**config.mk**
```make
export PLATFORM = sky130hd
export DESIGN_NAME = tdm_rx_aligner
export DESIGN_NICKNAME = d
export VERILOG_FILES = /design/src/rtl/tdm_align_pkg.sv /design/src/rtl/tdm_cfg_latch.sv /design/src/rtl/tdm_phase_ctr.sv /design/src/rtl/tdm_bit_pick.sv /design/src/rtl/tdm_byte_asm.sv /design/src/rtl/tdm_rx_aligner.sv
export SDC_FILE = /design/constraint.sdc
export NUM_CORES = 1
export LEC_CHECK = 0
export ABC_CLOCK_PERIOD_IN_PS = 14400
export BUFFER_PORTS_ARGS = -buffer_cell sky130_fd_sc_hd__buf_2
export CAP_MARGIN = 10
export CORE_MARGIN = 10
export CORE_UTILIZATION = 50
export CTS_CLUSTER_DIAMETER = 50
export DETAILED_ROUTE_END_ITERATION = 7
export PLACE_DENSITY = 0.76
export SLEW_MARGIN = 20
export SYNTH_ARGS = -nofsm -noshare
export SYNTH_HDL_FRONTEND = slang
export SYNTH_SLANG_ARGS = --single-unit
```
**constraint.sdc**
```tcl
create_clock -name clk -period 14.4 [get_ports clk]
set_input_delay 0.72 -clock clk [delete_from_list [all_inputs] [get_ports clk]]
set_output_delay 0.72 -clock clk [all_outputs]
set_load 0.005 [all_outputs]
```
**src/rtl/tdm_align_pkg.sv**
```systemverilog
// Package: shared sampling-code encoding and its decode to quarter points.
// Assumes four clocks per bit at the fastest line rate.
package tdm_align_pkg;

    // Log2 of the clocks per bit at the fastest rate.
    localparam int OVS_LOG = 2;

    // Sampling-point codes, as they appear in ctrl[1:0].
    typedef enum logic [1:0] {
        SP_QTR1 = 2'b01,
        SP_HALF = 2'b10,
        SP_QTR3 = 2'b00,
        SP_FULL = 2'b11
    } samp_code_e;

    // Turns a sampling code into a quarter count 1..4; the top rate keeps only 2 and 4.
    function automatic logic [2:0] code_quarters(input logic [1:0] code, input logic top_rate);
        logic [2:0] q;
        case (samp_code_e'(code))
            SP_QTR1: q = 3'd1;
            SP_HALF: q = 3'd2;
            SP_QTR3: q = 3'd3;
            default: q = 3'd4;
        endcase
        if (top_rate && (q == 3'd1 || q == 3'd3)) begin
            q = 3'd2;
        end
        return q;
    endfunction

endpackage

```
**src/rtl/tdm_cfg_latch.sv**
```systemverilog
// Module: holds rate, bit delay and quarter point, loaded only at a frame pulse.
// Provides the setting in force this clock (the new one during the pulse clock),
// a lock flag, and a restart flag for the first pulse or a changed setting.
// Assumes fp_i is a single-clock pulse.
module tdm_cfg_latch
    import tdm_align_pkg::*;
#(
    parameter int NMODES = 4,
    parameter int MODE_W = 2
) (
    input  logic              clk,
    input  logic              rst_n,
    input  logic              fp_i,
    input  logic [MODE_W-1:0] mode_i,
    input  logic [4:0]        ctrl_i,
    output logic [MODE_W-1:0] cur_mode_o,
    output logic [2:0]        cur_delay_o,
    output logic [2:0]        cur_q_o,
    output logic [MODE_W-1:0] held_mode_o,
    output logic              locked_o,
    output logic              active_o,
    output logic              restart_o
);

    localparam logic [MODE_W-1:0] TOP_MODE = MODE_W'(NMODES - 1);

    logic [MODE_W-1:0] new_mode;
    logic [2:0]        new_delay;
    logic [2:0]        new_q;
    logic [MODE_W-1:0] held_mode;
    logic [2:0]        held_delay;
    logic [2:0]        held_q;
    logic              locked;
    logic              changed;

    // Decode the inputs into the setting a frame pulse would load.
    always_comb begin
        new_mode  = (mode_i > TOP_MODE) ? TOP_MODE : mode_i;
        new_delay = ctrl_i[4:2];
        new_q     = code_quarters(ctrl_i[1:0], new_mode == TOP_MODE);
        changed   = (new_mode != held_mode) || (new_delay != held_delay) || (new_q != held_q);
    end

    // Pick the setting in force this clock and flag a restart.
    always_comb begin
        cur_mode_o  = fp_i ? new_mode  : held_mode;
        cur_delay_o = fp_i ? new_delay : held_delay;
        cur_q_o     = fp_i ? new_q     : held_q;
        active_o    = locked || fp_i;
        restart_o   = fp_i && (!locked || changed);
    end

    // Load the held setting and set lock on each frame pulse.
    always_ff @(posedge clk) begin
        if (!rst_n) begin
            held_mode  <= '0;
            held_delay <= 3'd0;
            held_q     <= code_quarters(2'b00, 1'b0);
            locked     <= 1'b0;
        end else if (fp_i) begin
            held_mode  <= new_mode;
            held_delay <= new_delay;
            held_q     <= new_q;
            locked     <= 1'b1;
        end
    end

    assign held_mode_o = held_mode;
    assign locked_o    = locked;

    AST_CFG_HOLD: assert property (@(posedge clk) disable iff (!rst_n)
        !fp_i |=> $stable(held_mode) && $stable(held_delay) && $stable(held_q));

    AST_TOP_RATE_FRACTION: assert property (@(posedge clk) disable iff (!rst_n)
        (locked && held_mode == TOP_MODE) |-> (held_q == 3'd2 || held_q == 3'd4));

endmodule

```
**src/rtl/tdm_phase_ctr.sv**
```systemverilog
// Module: frame phase counter already moved back by the sampling offset.
// During the pulse clock its value is minus the offset (modulo the frame length).
// A value that is a multiple of the bit-cell length marks a sampling clock, and the
// quotient is the bit index. Assumes the frame length is a power of two.
module tdm_phase_ctr
    import tdm_align_pkg::*;
#(
    parameter int LOW_CH  = 32,
    parameter int NMODES  = 4,
    parameter int MODE_W  = 2,
    parameter int FRAME_W = 13,
    parameter int TL_W    = 3
) (
    input  logic               clk,
    input  logic               rst_n,
    input  logic               fp_i,
    input  logic [MODE_W-1:0]  cur_mode_i,
    input  logic [2:0]         cur_delay_i,
    input  logic [2:0]         cur_q_i,
    output logic [FRAME_W-1:0] phase_o,
    output logic [TL_W-1:0]    cell_log_o
);

    localparam int SLOW_LOG = OVS_LOG + NMODES - 1;

    logic [FRAME_W-1:0] phase_q;
    logic [FRAME_W-1:0] offset;
    logic [TL_W-1:0]    qtr_log;

    // Work out the cell size for the rate and the full sampling offset.
    always_comb begin
        cell_log_o = TL_W'(SLOW_LOG) - TL_W'(cur_mode_i);
        qtr_log    = cell_log_o - TL_W'(OVS_LOG);
        offset     = (FRAME_W'(cur_delay_i) << cell_log_o)
                   + (FRAME_W'(cur_q_i) << qtr_log)
                   - FRAME_W'(1);
        phase_o    = fp_i ? (FRAME_W'(0) - offset) : phase_q;
    end

    // Advance the phase by one each clock, wrapping at the frame length.
    always_ff @(posedge clk) begin
        if (!rst_n) begin
            phase_q <= '0;
        end else begin
            phase_q <= phase_o + FRAME_W'(1);
        end
    end

endmodule

```
**src/rtl/tdm_bit_pick.sv**
```systemverilog
// Module: finds the sampling clocks in the phase and splits the bit index
// into a channel number and a position within the byte (0 = first bit).
// Assumes the phase is below the frame length.
module tdm_bit_pick #(
    parameter int FRAME_W = 13,
    parameter int TL_W    = 3,
    parameter int CH_W    = 8
) (
    input  logic               active_i,
    input  logic [FRAME_W-1:0] phase_i,
    input  logic [TL_W-1:0]    cell_log_i,
    output logic               take_o,
    output logic [2:0]         pos_o,
    output logic [CH_W-1:0]    ch_o
);

    localparam int SPARE_W = FRAME_W - CH_W - 3;

    logic [FRAME_W-1:0] cell_mask;
    logic [FRAME_W-1:0] bit_idx;
    logic [SPARE_W-1:0] spare;

    // Decide whether this clock samples, and for which bit.
    always_comb begin
        cell_mask              = (FRAME_W'(1) << cell_log_i) - FRAME_W'(1);
        bit_idx                = phase_i >> cell_log_i;
        {spare, ch_o, pos_o}   = bit_idx;
        take_o = active_i && ((phase_i & cell_mask) == '0) && (spare == '0);
    end

endmodule

```
**src/rtl/tdm_byte_asm.sv**
```systemverilog
// Module: shifts in sampled bits, first bit into the top, and sends a byte with
// its channel number when its last bit arrives. A byte is only sent if its first
// bit was sampled since the last restart.
module tdm_byte_asm #(
    parameter int CH_W = 8
) (
    input  logic            clk,
    input  logic            rst_n,
    input  logic            take_i,
    input  logic [2:0]      pos_i,
    input  logic [CH_W-1:0] ch_i,
    input  logic            sdi_i,
    input  logic            restart_i,
    output logic            vld_o,
    output logic [CH_W-1:0] ch_o,
    output logic [7:0]      byte_o
);

    logic [6:0] shreg;
    logic       primed;
    logic       primed_eff;

    // Drop the collected prefix whenever a restart happens.
    always_comb begin
        primed_eff = restart_i ? 1'b0 : primed;
    end

    // Collect bits and send full bytes.
    always_ff @(posedge clk) begin
        if (!rst_n) begin
            shreg  <= '0;
            primed <= 1'b0;
            vld_o  <= 1'b0;
            ch_o   <= '0;
            byte_o <= '0;
        end else begin
            vld_o  <= 1'b0;
            primed <= primed_eff;
            if (take_i) begin
                shreg <= {shreg[5:0], sdi_i};
                if (pos_i == 3'd0) begin
                    primed <= 1'b1;
                end
                if (pos_i == 3'd7 && primed_eff) begin
                    vld_o  <= 1'b1;
                    ch_o   <= ch_i;
                    byte_o <= {shreg, sdi_i};
                end
            end
        end
    end

    AST_RESTART_DROPS_BYTE: assert property (@(posedge clk) disable iff (!rst_n)
        restart_i |=> !vld_o);

    AST_STROBE_SINGLE: assert property (@(posedge clk) disable iff (!rst_n)
        vld_o |=> !vld_o);

endmodule

```
**src/rtl/tdm_rx_aligner.sv**
```systemverilog
// Module: top level of the serial TDM input aligner. The setting is captured at
// the frame pulse, a phase counter is moved back by the delay plus the quarter
// point, and the bits sampled on that phase are packed into channel bytes.
// Assumes fp_i arrives once per 8192 clocks (default parameters) and that
// clk runs at four times the fastest line rate.
module tdm_rx_aligner #(
    parameter  int LOW_CH = 32,
    parameter  int NMODES = 4,
    localparam int MODE_W = (NMODES > 1) ? $clog2(NMODES) : 1,
    localparam int CH_W   = $clog2(LOW_CH) + NMODES - 1
) (
    input  logic              clk,
    input  logic              rst_n,
    input  logic              fp_i,
    input  logic              sdi_i,
    input  logic [MODE_W-1:0] mode_i,
    input  logic [4:0]        ctrl_i,
    output logic              byte_vld_o,
    output logic [CH_W-1:0]   byte_ch_o,
    output logic [7:0]        byte_o
);

    localparam int SLOW_LOG = tdm_align_pkg::OVS_LOG + NMODES - 1;
    localparam int FRAME_W  = CH_W + 3 + tdm_align_pkg::OVS_LOG;
    localparam int TL_W     = $clog2(SLOW_LOG + 1);

    logic [MODE_W-1:0]  cur_mode;
    logic [2:0]         cur_delay;
    logic [2:0]         cur_q;
    logic [MODE_W-1:0]  held_mode;
    logic               locked;
    logic               active;
    logic               restart;
    logic [FRAME_W-1:0] phase;
    logic [TL_W-1:0]    cell_log;
    logic               take;
    logic [2:0]         pos;
    logic [CH_W-1:0]    ch;

    tdm_cfg_latch #(
        .NMODES (NMODES),
        .MODE_W (MODE_W)
    ) u_cfg (
        .clk         (clk),
        .rst_n       (rst_n),
        .fp_i        (fp_i),
        .mode_i      (mode_i),
        .ctrl_i      (ctrl_i),
        .cur_mode_o  (cur_mode),
        .cur_delay_o (cur_delay),
        .cur_q_o     (cur_q),
        .held_mode_o (held_mode),
        .locked_o    (locked),
        .active_o    (active),
        .restart_o   (restart)
    );

    tdm_phase_ctr #(
        .LOW_CH  (LOW_CH),
        .NMODES  (NMODES),
        .MODE_W  (MODE_W),
        .FRAME_W (FRAME_W),
        .TL_W    (TL_W)
    ) u_phase (
        .clk         (clk),
        .rst_n       (rst_n),
        .fp_i        (fp_i),
        .cur_mode_i  (cur_mode),
        .cur_delay_i (cur_delay),
        .cur_q_i     (cur_q),
        .phase_o     (phase),
        .cell_log_o  (cell_log)
    );

    tdm_bit_pick #(
        .FRAME_W (FRAME_W),
        .TL_W    (TL_W),
        .CH_W    (CH_W)
    ) u_pick (
        .active_i   (active),
        .phase_i    (phase),
        .cell_log_i (cell_log),
        .take_o     (take),
        .pos_o      (pos),
        .ch_o       (ch)
    );

    tdm_byte_asm #(
        .CH_W (CH_W)
    ) u_asm (
        .clk       (clk),
        .rst_n     (rst_n),
        .take_i    (take),
        .pos_i     (pos),
        .ch_i      (ch),
        .sdi_i     (sdi_i),
        .restart_i (restart),
        .vld_o     (byte_vld_o),
        .ch_o      (byte_ch_o),
        .byte_o    (byte_o)
    );

    AST_NO_BYTE_UNLOCKED: assert property (@(posedge clk) disable iff (!rst_n)
        byte_vld_o |-> locked);

    AST_CHANNEL_RANGE: assert property (@(posedge clk) disable iff (!rst_n)
        byte_vld_o |-> (int'(byte_ch_o) <= ((LOW_CH << held_mode) - 1)));

endmodule

```
* Yosys cells after proc, flatten, opt, wreduce, memory -nomap -nowiden *
Cells that the tools add are included.

cells by class
  $lt $le $gt $ge = 1
  add/sub/neg operators = 7
  reduce and logical (&&, ||, !) cells = 17
  equal/unequal tests = 9
  bitwise operators = 1
  shifts and indexed selects = 4
  multiplexer cells = 11

operators by type and width
  cell                     count
  $shl A3 B3 Y13           2
  $add A13 B1 Y13 const B  1
  $add A13 B13 Y13         1
  $and A13 B13 Y13         1
  $logic_not A13 Y1        1
  $mux W13                 1
  $shl A1 B3 Y13 const A   1
  $shr A13 B3 Y13          1
  $sub A1 B13 Y13 const A  1
  $sub A13 B1 Y13 const B  1
  $sub A13 B2 Y13 const B  1
  $mux W3                  3
  $pmux W3 S3              1
  $ne A3 B3 Y1             2
  $logic_and A1 B1 Y1      5
  $logic_or A1 B1 Y1       5
  $eq A2 B2 Y1 const B     2
  $logic_not A2 Y1         2
  $mux W1                  4
  $mux W2                  2
  $reduce_and A2 Y1        2
  $eq A3 B1 Y1 const B     1
  $eq A3 B2 Y1 const B     1
  $eq A3 B3 Y1 const B     1
  7 further kinds          7

storage, ports and cells
  input port bits = 11
  bits in registers = 47
  output and inout bits = 17
  logic and storage cells = 60

* Longest topological paths before layout *
Gate-level depths: netlist of run 1.

  depth in word-level cells = 17
  mapped depth = 21

* Hierarchy *
Synthesis of run 1 repeated with hierarchy kept, for this count alone.

second synthesis, totals
  cell total of the unflattened synthesis = 410
  area, all modules = 3547.2 µm²

modules (own cells, without submodules)
  module         area an instance (µm²)  instances  cells an instance
  tdm_phase_ctr  1473.9                  1          175
  tdm_byte_asm   1014.7                  1          100
  tdm_bit_pick   568.0                   1          86
  tdm_cfg_latch  490.5                   1          49

* Least setup slack after synthesis of run 1 *
Ideal clock, no wire load.

  kind = input -> register
  start = input port fp_i
  end = register u_phase.phase_q[12]
  arrival time = 5.292 ns
  data required time = 14.277 ns
  stages = 18
  path buffers = 4
  setup slack = 8.984 ns
  cell sequence = buf_4 clkbuf_8 mux2_2 clkbuf_1 clkbuf_1 nor2_1 a21oi_1 nor2_1 a31oi_1 ha_1 ha_1 nor2b_1 or3_2 and3_2 or4_4 or4_4 nor4_2 mux2_1

between the ends
  word-level cells in the longest chain between the ends = 9
  elaborated cells between the ends (all ways) = 12
  those cells by class = add/sub: 6; shift: 2; mux: 4

RTL lines
  what                  RTL line              text
  from (decl)           tdm_rx_aligner.sv:14  input logic fp_i,
  $mux W2               tdm_cfg_latch.sv:46   cur_mode_o = fp_i ? new_mode : held_mode;
  $sub A3 B2 Y3         tdm_phase_ctr.sv:32   cell_log_o = TL_W'(SLOW_LOG) - TL_W'(cur_mode_i);
  $sub A3 B2 Y3         tdm_phase_ctr.sv:33   qtr_log = cell_log_o - TL_W'(OVS_LOG);
  $shl A3 B3 Y13        tdm_phase_ctr.sv:35   + (FRAME_W'(cur_q_i) << qtr_log)
  $add A13 B13 Y13      tdm_phase_ctr.sv:35
  $sub A13 B1 Y13       tdm_phase_ctr.sv:36   - FRAME_W'(1);
  $sub A1 B13 Y13       tdm_phase_ctr.sv:37   phase_o = fp_i ? (FRAME_W'(0) - offset) : phase_q;
  $mux W13 (*)          tdm_phase_ctr.sv:37
  $add A13 B1 Y13 (*)   tdm_phase_ctr.sv:45   phase_q <= phase_o + FRAME_W'(1);
  to (signal assigned)  tdm_phase_ctr.sv:45
  to (decl)             tdm_phase_ctr.sv:26   logic [FRAME_W-1:0] phase_q;

Mark *: on every way between the ends. The rest lies on a longest branch, timed or not.
A chain may end at the register's enable or synchronous reset.

* Worst setup path in the final report of run 1 *
  start = input port fp_i
  end = register u_asm.ch_o[5]

between the ends
  word-level cells in the longest chain between the ends = 13
  elaborated cells between the ends (all ways) = 25
  those cells by class = add/sub: 6; eq/ne: 1; shift: 4; mux: 5; bitwise: 1; reduce/logical: 8

RTL lines
  what                                                       RTL line            text
  branches (longest 13 deep; another with $add A13 B13 Y13)  --
  to (signal assigned)                                       tdm_byte_asm.sv:46  ch_o <= ch_i;
  to (decl)                                                  tdm_byte_asm.sv:15  output logic [CH_W-1:0] ch_o,

Parallel ways; which one is timed is not known.

==> metrics list, run 1 <==
- Of the synthesized area, sequential elements account for 29.5%.
- Count of state elements after synthesis: 47
* Total power divided by cell area: 116 nW/um2
- The worst setup path is launched from an input port.
- Wire length of the first global-routing pass: 13,000 um
- Worst setup EP type: flip-flop
* Number of primary I/O pins: 28
- Relative slew slack: 38.5%
- Total Die Area: 9980 um2
- Global routing used 15.6% of the available tracks.
* Placeable core region: 6280 um2
- RSZ-0062 raised after global routing: false
* Post-CTS setup buffers: 0
- Counting along the longest clock path gives a buffer depth of 2.
- 0 antenna diodes ended up in the layout.
- After routing the design area is 3430 um2.
* Routed Wire Length: 7690 um
- Counting distinct cell types in the post-synthesis netlist gives 74.
- At the later pin of the worst-skew pair, clock insertion delay measures 0.31 ns.
- nand2_1 is the most common cell in the netlist.
* # port buffers: 27
* Remaining global-route overflow: 0
* Nets@finish: 431
* Average detailed-routed wire length per instance: 16.0 um
* Area growth from synthesis to layout: 7.41%
* Initial DRC Count: 171
* Post-synth design cell area: 3190 um2
- Most used cell, CP: inv_1
* Standard-cell rows: 29
* Number of antenna violations at the first check in global routing: 0
- Met2 Wirelength: 3590 um
* Hold Path Class: flip-flop to flip-flop
- Worst-case register-to-register setup slack: 9.47 ns
- Clock buffers created by TritonCTS: 5
- The run finished with clean final reports.
* Cell accounting for the most synthesized area: dfxtp_1
- The detail route stage leaves a number of antenna-violating nets equal to 0.
- Top layer in use: met4
- Die boundary width: 99.9 um
- In this run the worst path has a maximum fanout of 39.
- The via count of the first global-routing pass was 2,684.
- Summing over every cut layer, the via total after detailed routing is 2,822.
- The detailed router put a total of 3500 um of wire on met1.
* Fraction of final layout cells with drive strength greater than 1: 17.3%
- VDD sags by at most 0.0802 mV.
- Among all flip-flop cells after synthesis, the most frequent one is dfxtp_1.
- CP arrival: 6.06 ns
- Clock input transition at the sequential cells of the worst setup and hold paths: 0.09 ns
- The root buffer cell chosen for the clock tree is clkbuf_8.
* CTS sink count: 47
* Tcrit/Tclk final: 40.5%
- In this run the static leakage power is 1.40 nW.
* Hold-fix buffer count after cts: 0
- The design draws 0.398 mW.
- After synthesis, the most frequently instantiated cells are nand2_1, dfxtp_1, nor2_1, mux2i_1, a21oi_1.
* Tightest Pin Transition: 0.922 ns
- Setup violations remaining at the end of the flow were counted as 0.
* Final hold violation count: 0
- The worst path meets setup with 8.57 ns of slack.
* DRC violation count after routing: 0
* Length of routed met3 wiring: 461 um
- Vias per cell: 5.85
- Setup TNS: 0 ns
- Crit path cell chain: buf_2, inv_1, a22oi_1, nor2_1, a21oi_1, nor2_1, ha_1, inv_1, ha_1, inv_1, fa_1, nand2b_1, a211oi_1, o21ai_0, a21o_1, a21oi_1, nand4_1, mux2i_1
- In this run, synthesis inferred 0 flip-flops with an integrated enable.
- In this run the biggest area consumer among cell types represents 29.5% of the synthesized area.
- The placed instances occupy a cell area of 3310 um2.
* HPWL reported at the end of detailed placement: 5720 um
- Proportion of register bits with asynchronous set or reset after synthesis: 0%
* Average cell area after synthesis: 8.23 um2
- Drt pass-1 iters: 5
* YS warnings: 0
- Among all stages on the critical path, the largest delay is contributed by nand4_1.
- Maximum number of pins on one net before global-route repair: 40
- Prior to clock tree synthesis, the placed netlist has a worst setup slack of 8.24 ns.
* Post-synthesis cell count: 388
* Starting density of the core: 50.9%
- Hold Worst Slack: 0.459 ns
- The congestion estimate from routability-driven global placement came to 0.950.
- Cell types with the largest area share after synthesis: dfxtp_1, mux2i_1, nand2_1
* Worst-case clock skew: 0.00421 ns
* CP Class: input port to flip-flop
- STA puts the critical path data required time at 14.63 ns.
- The H-tree was split into 2 levels.
* Largest stage delay on the critical path: 0.64 ns
- Max-slew violations: 0
* Final worst path period need: 5.83 ns
- Based on the critical path, the design can be clocked at up to 0.171 GHz.
- From bottom edge to top edge, the die measures 99.9 um.
- The number of gates resized after CTS was 0.
- TritonCTS built the clock tree.
- Max capacitance violation total: 0
[per-stage QoR]
stage	utilization (%)	std cells
6_report	54.6	482
3_5_place_dp	52.8	474
4_1_cts	54.6	482
2_1_floorplan	-	390
5_1_grt	54.6	482
3_3_place_gp	52.8	474
[cell type report]
| cell class | instances | area [um2] |
|---|---|---|
| clock buffers | 5 | 68.8 |
| repair buffers | 29 | 150 |
| multi-input cells | 310 | 2090 |
| clock inverters | 3 | 46.3 |
| inverters | 11 | 41.3 |
| fillers | 590 | 2850 |
| well taps | 77 | 96.3 |
| flip-flops and latches | 47 | 941 |
[critical path, delay by kind of cell]
kind	cells	cell delay [ns]
AND/OR/NAND/NOR	4	0.98
AO/OA/AOI/OAI	6	2.02
adder cells (fa/ha/maj)	3	0.90
buffers and inverters	4	1.11
multiplexers	1	0.34
[where the power goes]
part | switching (mW) | leakage [nW] | internal, mW
registers | 0.00421 | 0.384 | 0.139
logic | 0.0933 | 0.963 | 0.0612
clock network | 0.0483 | 0.0548 | 0.0523
total | 0.146 | 1.40 | 0.253
[registers in the layout, summed over array words and instances, names as in the netlist]
name               cells
u_cfg.held_q           3
u_phase.phase_q       13
u_asm.ch_o             8
u_cfg.held_delay       3
u_asm.shreg            7
u_asm.byte_o           8
u_asm.primed           1
u_cfg.locked_o         1
u_asm.vld_o            1
u_cfg.held_mode_o      2
[routing by layer]
layer  GRT usage (%)  vias to the layer above
met1            20.1                     1304
met2            24.7                       79
met3            3.85                       13
met5               0                        -
li1                -                     1426
met4            5.07                        0
[kinds of logic (layout without fill, tap and decap cells)]
group	Yosys count	count (layout)	share of synthesized area, %
adders and majority gates	16	16	6.50
xor gates and xnor gates	16	16	4.39
muxes	30	30	9.64
DFF	47	47	29.5
buffers and inverters	33	48	5.45
AOI/OAI and AO/OA	86	86	19.1
other	2	4	0.235
and+or+nand+nor	158	158	25.2
[path summary, 6_finish.rpt]
kind	endpoint	from	cells after the start
worst max-delay path	u_asm.ch_o[5]	fp_i	18
worst min-delay path	u_asm.byte_o[1]	u_asm.byte_o[1]	2
worst max register to register	u_asm.ch_o[5]	u_cfg.held_mode_o[0]	16
worst min register to register	u_asm.byte_o[1]	u_asm.byte_o[1]	2
[cells in the final DEF (no fill, tap or decap), types with 4 or more instances in the layout]
| cell | count |
|---|---|
| nor2b_1 | 4 |
| a211oi_1 | 13 |
| nor2_1 | 39 |
| nand2_1 | 55 |
| inv_1 | 11 |
| nor4_1 | 4 |
| mux2_2 | 5 |
| xor2_1 | 5 |
| o21ai_0 | 11 |
| mux2i_1 | 24 |
| clkbuf_8 | 5 |
| dfxtp_1 | 47 |
| xnor2_1 | 11 |
| nand3_1 | 5 |
| and2b_2 | 5 |
| a21oi_1 | 23 |
| conb_1 | 4 |
| ha_1 | 15 |
| nor3_1 | 13 |
| buf_2 | 27 |
(Power assumes the default switching activity.)
==> inputs of run 2 (changes only) <==
- ABC_AREA: unset -> 1
- ABC_CLOCK_PERIOD_IN_PS: 14400 -> 5100
- PLACE_DENSITY: 0.76 -> 0.79
- clock period: 14.4 -> 5.1 ns (I/O delays scaled with it)
==> metrics list, run 2 <==
- Status: complete, no violations
* Fmax: 0.235 GHz
- Of the available clock period, the critical path in the final layout requires 83.4%.
- The count of distinct cell types in the synthesized netlist came to 36 (-51%).
- Cell types with the largest area share after synthesis: dfxtp_1, nand2_1, nand3_1
- Commonest non-fill, non-tap cell in the layout: nand2_1
- Area share of the leading cell type in the synthesized netlist: 31.8% (+2.3 points)
* Total power divided by cell area: 306 nW/um2 (+160%)
- By area, the combinational part of the netlist is dominated by simple AND/OR/NAND/NOR gates.
- Hold-fix buffer count after cts: 0 (unchanged)
- Average detailed-routed wire length per instance: 12.9 um (-19%)
- The slew of the pin with the lowest slew margin is 0.620 ns (-0.302 ns).
* CP Class: flip-flop to flip-flop
* Diode count: 0 (unchanged)
- The routed design could run at a clock period as short as 4.25 ns.
- Starting density of the core: 52.5% (+1.7 points)
- The via count of the routed design came to 2,917 (+3.4%).
* Total Die Area: 9410 um2 (-5.8%)
- Die H: 97.0 um (-2.9%)
- In this run the worst hold path is classified as input port to flip-flop.
* Post-cts repair resize count: 0 (unchanged)
- Number of primary I/O pins: 28 (unchanged)
- Post-Synth Adder-Cell Area: 7.01% (+0.51 points)
* Worst-case register-to-register setup slack: 0.85 ns (-8.62 ns)
* Fraction of final layout cells with drive strength greater than 1: 11.5% (-5.8 points)
* Nets@finish: 505 (+17%)
- The total setup violations reported at the end of the flow was 0 (unchanged).
- Vias per cell: 5.29 (-9.6%)
- Worst-case clock skew: 0.00212 ns (-0.00209 ns)
- Via count of the first global-routing pass: 2,571 (-4.2%)
* Hold Worst Slack: 0.181 ns (-0.278 ns)
- The number of CTS-inserted buffers was 5 (unchanged).
- Largest registers ranked by flip-flop count: u_phase.phase_q: 13 flops, u_asm.byte_o: 8 flops, u_asm.ch_o: 8 flops
- CP arrival: 4.50 ns (-1.56 ns)
* Standard-cell rows: 27 (-6.9%)
- The placed wire-length estimate after detailed placement came to 5440 um (-4.9%).
- Maximum fanout along the worst path: 19 (-51%)
* Number of cells in the design after placement: 543 (+15%)
* CTS sink count: 47 (unchanged)
- Destination of the worst hold path: u_asm.byte_o[0]
- The summed negative setup slack over all endpoints came to 0 ns (unchanged).
* Pre-CTS worst setup slack: 0.600 ns (-7.64 ns)
- The worst register-to-register path ends at u_asm.ch_o[2].
* Max-slew violations: 0 (unchanged)
- The buffer count from post-CTS setup fixing came to 0 (unchanged).
- Post-synth design cell area: 2960 um2 (-7.2%)
* Final hold violation count: 0 (unchanged)
- Number of flops mapped to enable cells by yosys: 0 (unchanged)
* Clock latency at the later pin of the worst-skew pair: 0.30 ns (about the same)
- The post-synthesis average cell area came to 6.50 um2 (-21%).
- Area growth from synthesis to layout: 8.61%
- Placer Congestion: 0.953 (+0.33%)
- The worst setup path is launched from a flip-flop.
- In the post-synthesis netlist, the cell with the most instances is nand2_1.
* Top cells by instance count after synthesis: nand2_1, nor2_1, nand3_1, dfxtp_1, inv_1
- Clock input transition at the sequential cells of the worst setup and hold paths: 0.09 ns (about the same)
- Routed Wire Length: 7120 um (-7.5%)
- Die boundary width: 97.0 um (-2.9%)
- Fill cell total of the finished layout: 547 (-7.3%)
- Highest-count cells in the layout ignoring fill and taps: nand2_1, nor2_1, nand3_1
* Maximum number of pins on one net before global-route repair: 37 (-7.5%)
- Global routing usage summed across all routing layers: 14.6% (-0.96 points)
- Start point of the worst min-delay path: sdi_i
* Initial DRC Count: 348 (+100%)
* Relative slew slack: 58.6% (+20 points)
* Launch point of the worst path: u_cfg.held_mode_o[0]
- Count of state elements after synthesis: 47 (unchanged)
- The minimum setup slack in the final design is 0.848 ns (-7.72 ns).
- Prevailing post-synth register cell: dfxtp_1
- The final non-filler cell total was 551 (+14%).
- H-tree level count: 2 (unchanged)
- Drt pass-1 iters: 5 (unchanged)
- The count of maximum capacitance violations was 0 (unchanged).
- Buffer type at the clock tree root: clkbuf_8
* Cell accounting for the most synthesized area: dfxtp_1
- RSZ-0062 raised after global routing: false
- CTS tree: yes
* DRC violation count after routing: 0 (unchanged)
- Worst setup EP type: flip-flop
* Longest Clk Path Bufs: 2 (unchanged)
* Xor/xnor cell area share of the yosys netlist: 1.48% (-2.9 points)
* Placeable core region: 5640 um2 (-10%)
* Wire length of the first global-routing pass: 11,900 um (-8.5%)
* Peak supply drop: 0.125 mV (+56%)
- Post-synthesis cell count: 456 (+18%)
- Worst r2r src: u_cfg.held_mode_o[0]
- The critical path required time came to 5.35 ns (-9.28 ns).
- YS warnings: 0 (unchanged)
* Multiplexer area fraction after synthesis: 0% (-9.6 points)
- The final standard cell utilization of the core is 57.0% (+2.4 points).
- The area fraction in compound gates after synthesis was 12.0% (-7.0 points).
- Simple-Gate Fraction of Synth Area: 37.8% (+13 points)
- The count of antenna-violating nets left after detailed routing was 0 (unchanged).
* # port buffers: 27 (unchanged)
- The initial antenna violation count came to 0 (unchanged).
* Fraction of the yosys area taken by sequential cells: 31.8% (+2.3 points)
- WHS Path Cells: 3 (+1)
- Ranked by flip-flop count, first place goes to u_phase.phase_q.
- The flip-flop count of the largest register after layout came to 13 (unchanged).
- Remaining global-route overflow: 0 (unchanged)
* Proportion of register bits with asynchronous set or reset after synthesis: 0% (unchanged)
- Static leakage: 1.62 nW (+16%)
- Path depth of the worst reg2reg path: 27 (+11)
## run 2: cell types whose count changed after synthesis, moves of 12 or more
cell      previous run  this run
nor3_1              13         1
nand2_1             55       128
nand3_1              5        53
inv_1               11        46
nor2_1              39        56
a211oi_1            13         0
mux2i_1             24         0
o21ai_0             11        34
## run 2: where the power goes
group / total [mW] / internal [mW] / switching [mW] / leakage (nW)
clock network: 0.241 / 0.111 / 0.130 / 0.0474
logic: 0.342 / 0.111 / 0.231 / 1.19
registers: 0.402 / 0.393 / 0.00975 / 0.384
total: 0.986 / 0.615 / 0.371 / 1.62
## run 2: layout make-up
class                   instances  area [um2]  share of cell area, %
clock inverters                 2        16.3                  0.505
clock buffers                   6        82.6                   2.57
inverters                      54         203                   6.30
multi-input cells             342        1740                   54.2
flip-flops and latches         47         941                   29.2
repair buffers                 28         143                   4.43
well taps                      72        90.1                   2.80
## run 2: cells by family after synthesis
logic type / Yosys count
flops: 47
simple gates: 255
buf+inv: 69
fa+ha+maj: 16
compound gates: 62
other cells: 2
xor+xnor: 5
## run 2: worst max path at each step
stage | to | slack (ns)
4_1_cts | u_asm.ch_o[2] | 0.89
5_1_grt | u_asm.byte_o[1] | 0.39
3_3_place_gp | u_asm.byte_o[7] | 0.76
2_1_floorplan | u_asm.byte_o[0] | 1.52
3_5_place_dp | u_asm.ch_o[2] | 0.60
6_report | u_asm.ch_o[2] | 0.85
## run 2: metrics by stage
stage	total power, mW	cell area [um2]
floorplan	0.674	2970
global placement	0.736	3120
detailed placement	0.744	3120
CTS	0.983	3220
global route	1.05	3220
finish	0.986	3220
## run 2: routing by layer
layer / share of wire [%] / track usage, %
met2: 45 / 22.1
met1: 46 / 19.6
met4: 1.0 / 4.28
met5: 0 / 0
met3: 8.1 / 4.12
## run 2: worst max-delay path, stage by stage (launching register included)
cell and delay (ns):
dfxtp_1 0.35, clkinv_1 0.10, o21ai_4 0.35, inv_2 0.22, nand2_1 0.11, o21ai_0 0.10
inv_1 0.08, nor2_1 0.04, ha_1 0.29, inv_1 0.06, ha_1 0.19, inv_1 0.07
fa_1 0.38, inv_1 0.07, nand2_1 0.06, nand2_1 0.10, nand3_1 0.11, nand2_1 0.07
nand2_1 0.06, nand3_1 0.11, nand3_2 0.21, nand2_1 0.18, nand2_4 0.11, nor2_4 0.11
nand3_4 0.22, nor2_8 0.26, nand2_1 0.09, nand2_1 0.06
==> inputs of run 3 (changes only) <==
- ABC_CLOCK_PERIOD_IN_PS: 5100 -> 4200
- PLACE_DENSITY: 0.79 -> 0.76
- clock period: 5.1 -> 4.2 ns (I/O delays scaled with it)
==> metrics list, run 3 (synthesis results as in run 2) <==
- The number of search-and-repair iterations in the first detailed-routing pass is 5 (unchanged).
- The post-route fraction of the period consumed by the critical path was 92.4% (+9.1 points).
- The tightest min-delay check is of the input port to flip-flop type.
- The cell area reported after detailed placement came to 3130 um2 (+0.48%).
* Number of antenna violations at the first check in global routing: 0 (unchanged)
- Starting density of the core: 52.5% (unchanged)
* DR vias: 3,026 (+3.7%)
* Fill cell total of the finished layout: 547 (unchanged)
- Total power divided by cell area: 376 nW/um2 (+23%)
* Via count of the first global-routing pass: 2,564 (-0.27%)
- Static leakage: 1.68 nW (+3.4%)
- Relative slew slack: 51.5% (-7.1 points)
- In the layout the commonest cells are nand2_1, nor2_1, nand3_1.
- The die span in x came to 97.0 um (unchanged).
- The critical path buffer and inverter count was 6 (unchanged).
* Register with the most flip-flops: u_phase.phase_q
* Placer Congestion: 0.949 (-0.42%)
- The worst voltage drop across the vdd grid is 0.201 mV (+61%).
- The placeable core area was 5640 um2 (unchanged).
* HPWL reported at the end of detailed placement: 5480 um (+0.73%)
- The run finished with clean final reports.
- The overall die height came to 97.0 um (unchanged).
- Clock latency at the later pin of the worst-skew pair: 0.30 ns (about the same)
- Final worst path period need: 3.88 ns (-0.370 ns)
- Pre-CTS worst setup slack: 0.223 ns (-0.377 ns)
- Area growth from synthesis to layout: 12.4%
* Routed Wire Length: 7420 um (+4.2%)
* Worst-case clock skew: 0.00816 ns (+0.00605 ns)
* DRC violation count after routing: 0 (unchanged)
- Clock input transition at the sequential cells of the worst setup and hold paths: 0.09 ns (about the same)
- Vias per cell: 5.38 (+1.7%)
- Total Die Area: 9410 um2 (unchanged)
- The detailed-route wire length per cell came to 13.2 um (+2.2%).
- The slew of the pin with the lowest slew margin came to 0.727 ns (+0.107 ns).
- The most numerous cell type found on the critical path is nand2_1.
- Clock tree synthesis selected as its root buffer the cell clkbuf_8.
- CP arrival: 4.13 ns (-0.37 ns)
- The largest net degree at the start of global routing was 37 (unchanged).
- The peak clock frequency supported by timing is 0.258 GHz (+9.5%).
- The count of maximum capacitance violations was 0 (unchanged).
- The flip-flop count of the largest register after layout was 13 (unchanged).
- Hold Worst Slack: 0.114 ns (-0.0673 ns)
- The first-pass GRT wire length is 11,900 um (-0.23%).
* Final hold violation count: 0 (unchanged)
* CTS sink count: 47 (unchanged)
- CP Class: flip-flop to flip-flop
* Clock buffers created by TritonCTS: 5 (unchanged)
* Diode count: 0 (unchanged)
* Remaining global-route overflow: 0 (unchanged)
- The critical path required time came to 4.45 ns (-0.90 ns).
- The worst setup path is captured at a flip-flop.
- The floorplan row count is 27 (unchanged).
- The minimum setup slack in the final design came to 0.318 ns (-0.530 ns).
- CTS tree: yes
* Critical-path cell with the highest stage delay: fa_1
- Global routing usage summed across all routing layers: 14.6% (about the same)
- Fraction of final layout cells with drive strength greater than 1: 13.5% (+2.0 points)
- The buffer levels on the longest clock path came to 2 (unchanged).
* Commonest non-fill, non-tap cell in the layout: nand2_1
* Setup TNS: 0 ns (unchanged)
- Number of setup violations in the final report: 0 (unchanged)
* Maximum fanout along the worst path: 10 (-9)
- The top-level port count came to 28 (unchanged).
- H-tree level count: 2 (unchanged)
* Count of antenna-violating nets left after detailed routing: 0 (unchanged)
* Largest stage delay on the critical path: 0.50 ns (+0.12 ns)
* Max-slew violations: 0 (unchanged)
* Hold-fix buffer count after cts: 0 (unchanged)
* # port buffers: 27 (unchanged)
- Cell area after layout: 3330 um2 (+3.5%)
- The DRC marker count from the first detailed-route iteration is 308 (-11%).
* Family of cells with the greatest summed delay on the critical path: simple AND/OR/NAND/NOR gates
- Nets@finish: 517 (+2.4%)
- Largest registers ranked by flip-flop count: u_phase.phase_q: 13 flops, u_asm.byte_o: 8 flops, u_asm.ch_o: 8 flops
- The worst setup path is launched from a flip-flop.
## run 3: area by class of cell
class	instances	area, um2	area share (%)
timing repair buffer	38	218	6.54
sequential	47	941	28.3
clock buffer	5	68.8	2.07
inverter	54	203	6.09
clock inverter	2	37.5	1.13
multi-input combinational	344	1770	53.2
tap	72	90.1	2.71
## run 3: layer usage
layer,vias to the layer above,wire (um),track usage (%)
li1,1521,-,-
met1,1366,3490,19.4
met2,119,3280,22.4
met3,20,467,3.05
met4,0,180,5.75
met5,-,0,0
## run 3: report_power, final
part           switching [mW]  leakage, nW  internal (mW)
combinational           0.295         1.25          0.145
sequential             0.0118        0.384          0.477
clock                   0.151       0.0502          0.174
## run 3: timing repair
action                     4_1_cts  5_1_grt
buffers inserted                 0        8
resized for setup                0        1
setup endpoints to repair        0       20
## run 3: worst paths after layout
kind	from	end	slack (ns)	cells after the start
setup / recovery	u_cfg.held_mode_o[0]	u_asm.ch_o[3]	0.32	26
hold / removal	sdi_i	u_asm.byte_o[0]	0.11	3
setup reg to reg	u_cfg.held_mode_o[0]	u_asm.ch_o[3]	0.32	26
hold reg to reg	u_asm.shreg[6]	u_asm.byte_o[7]	0.45	2
## run 3: tightest hold or removal path, stage by stage
cell and delay [ns]:
buf_2 0.09, nand2_1 0.05, nand2_1 0.04
## run 3: metrics by stage
step	instances	power, mW	utilization (%)
final	562	1.25	59.0
after global routing	562	1.34	59.0
after CTS	552	1.24	57.4
after detailed placement	545	0.910	55.6
after global placement	545	0.901	55.6
after floorplan	458	0.818	-
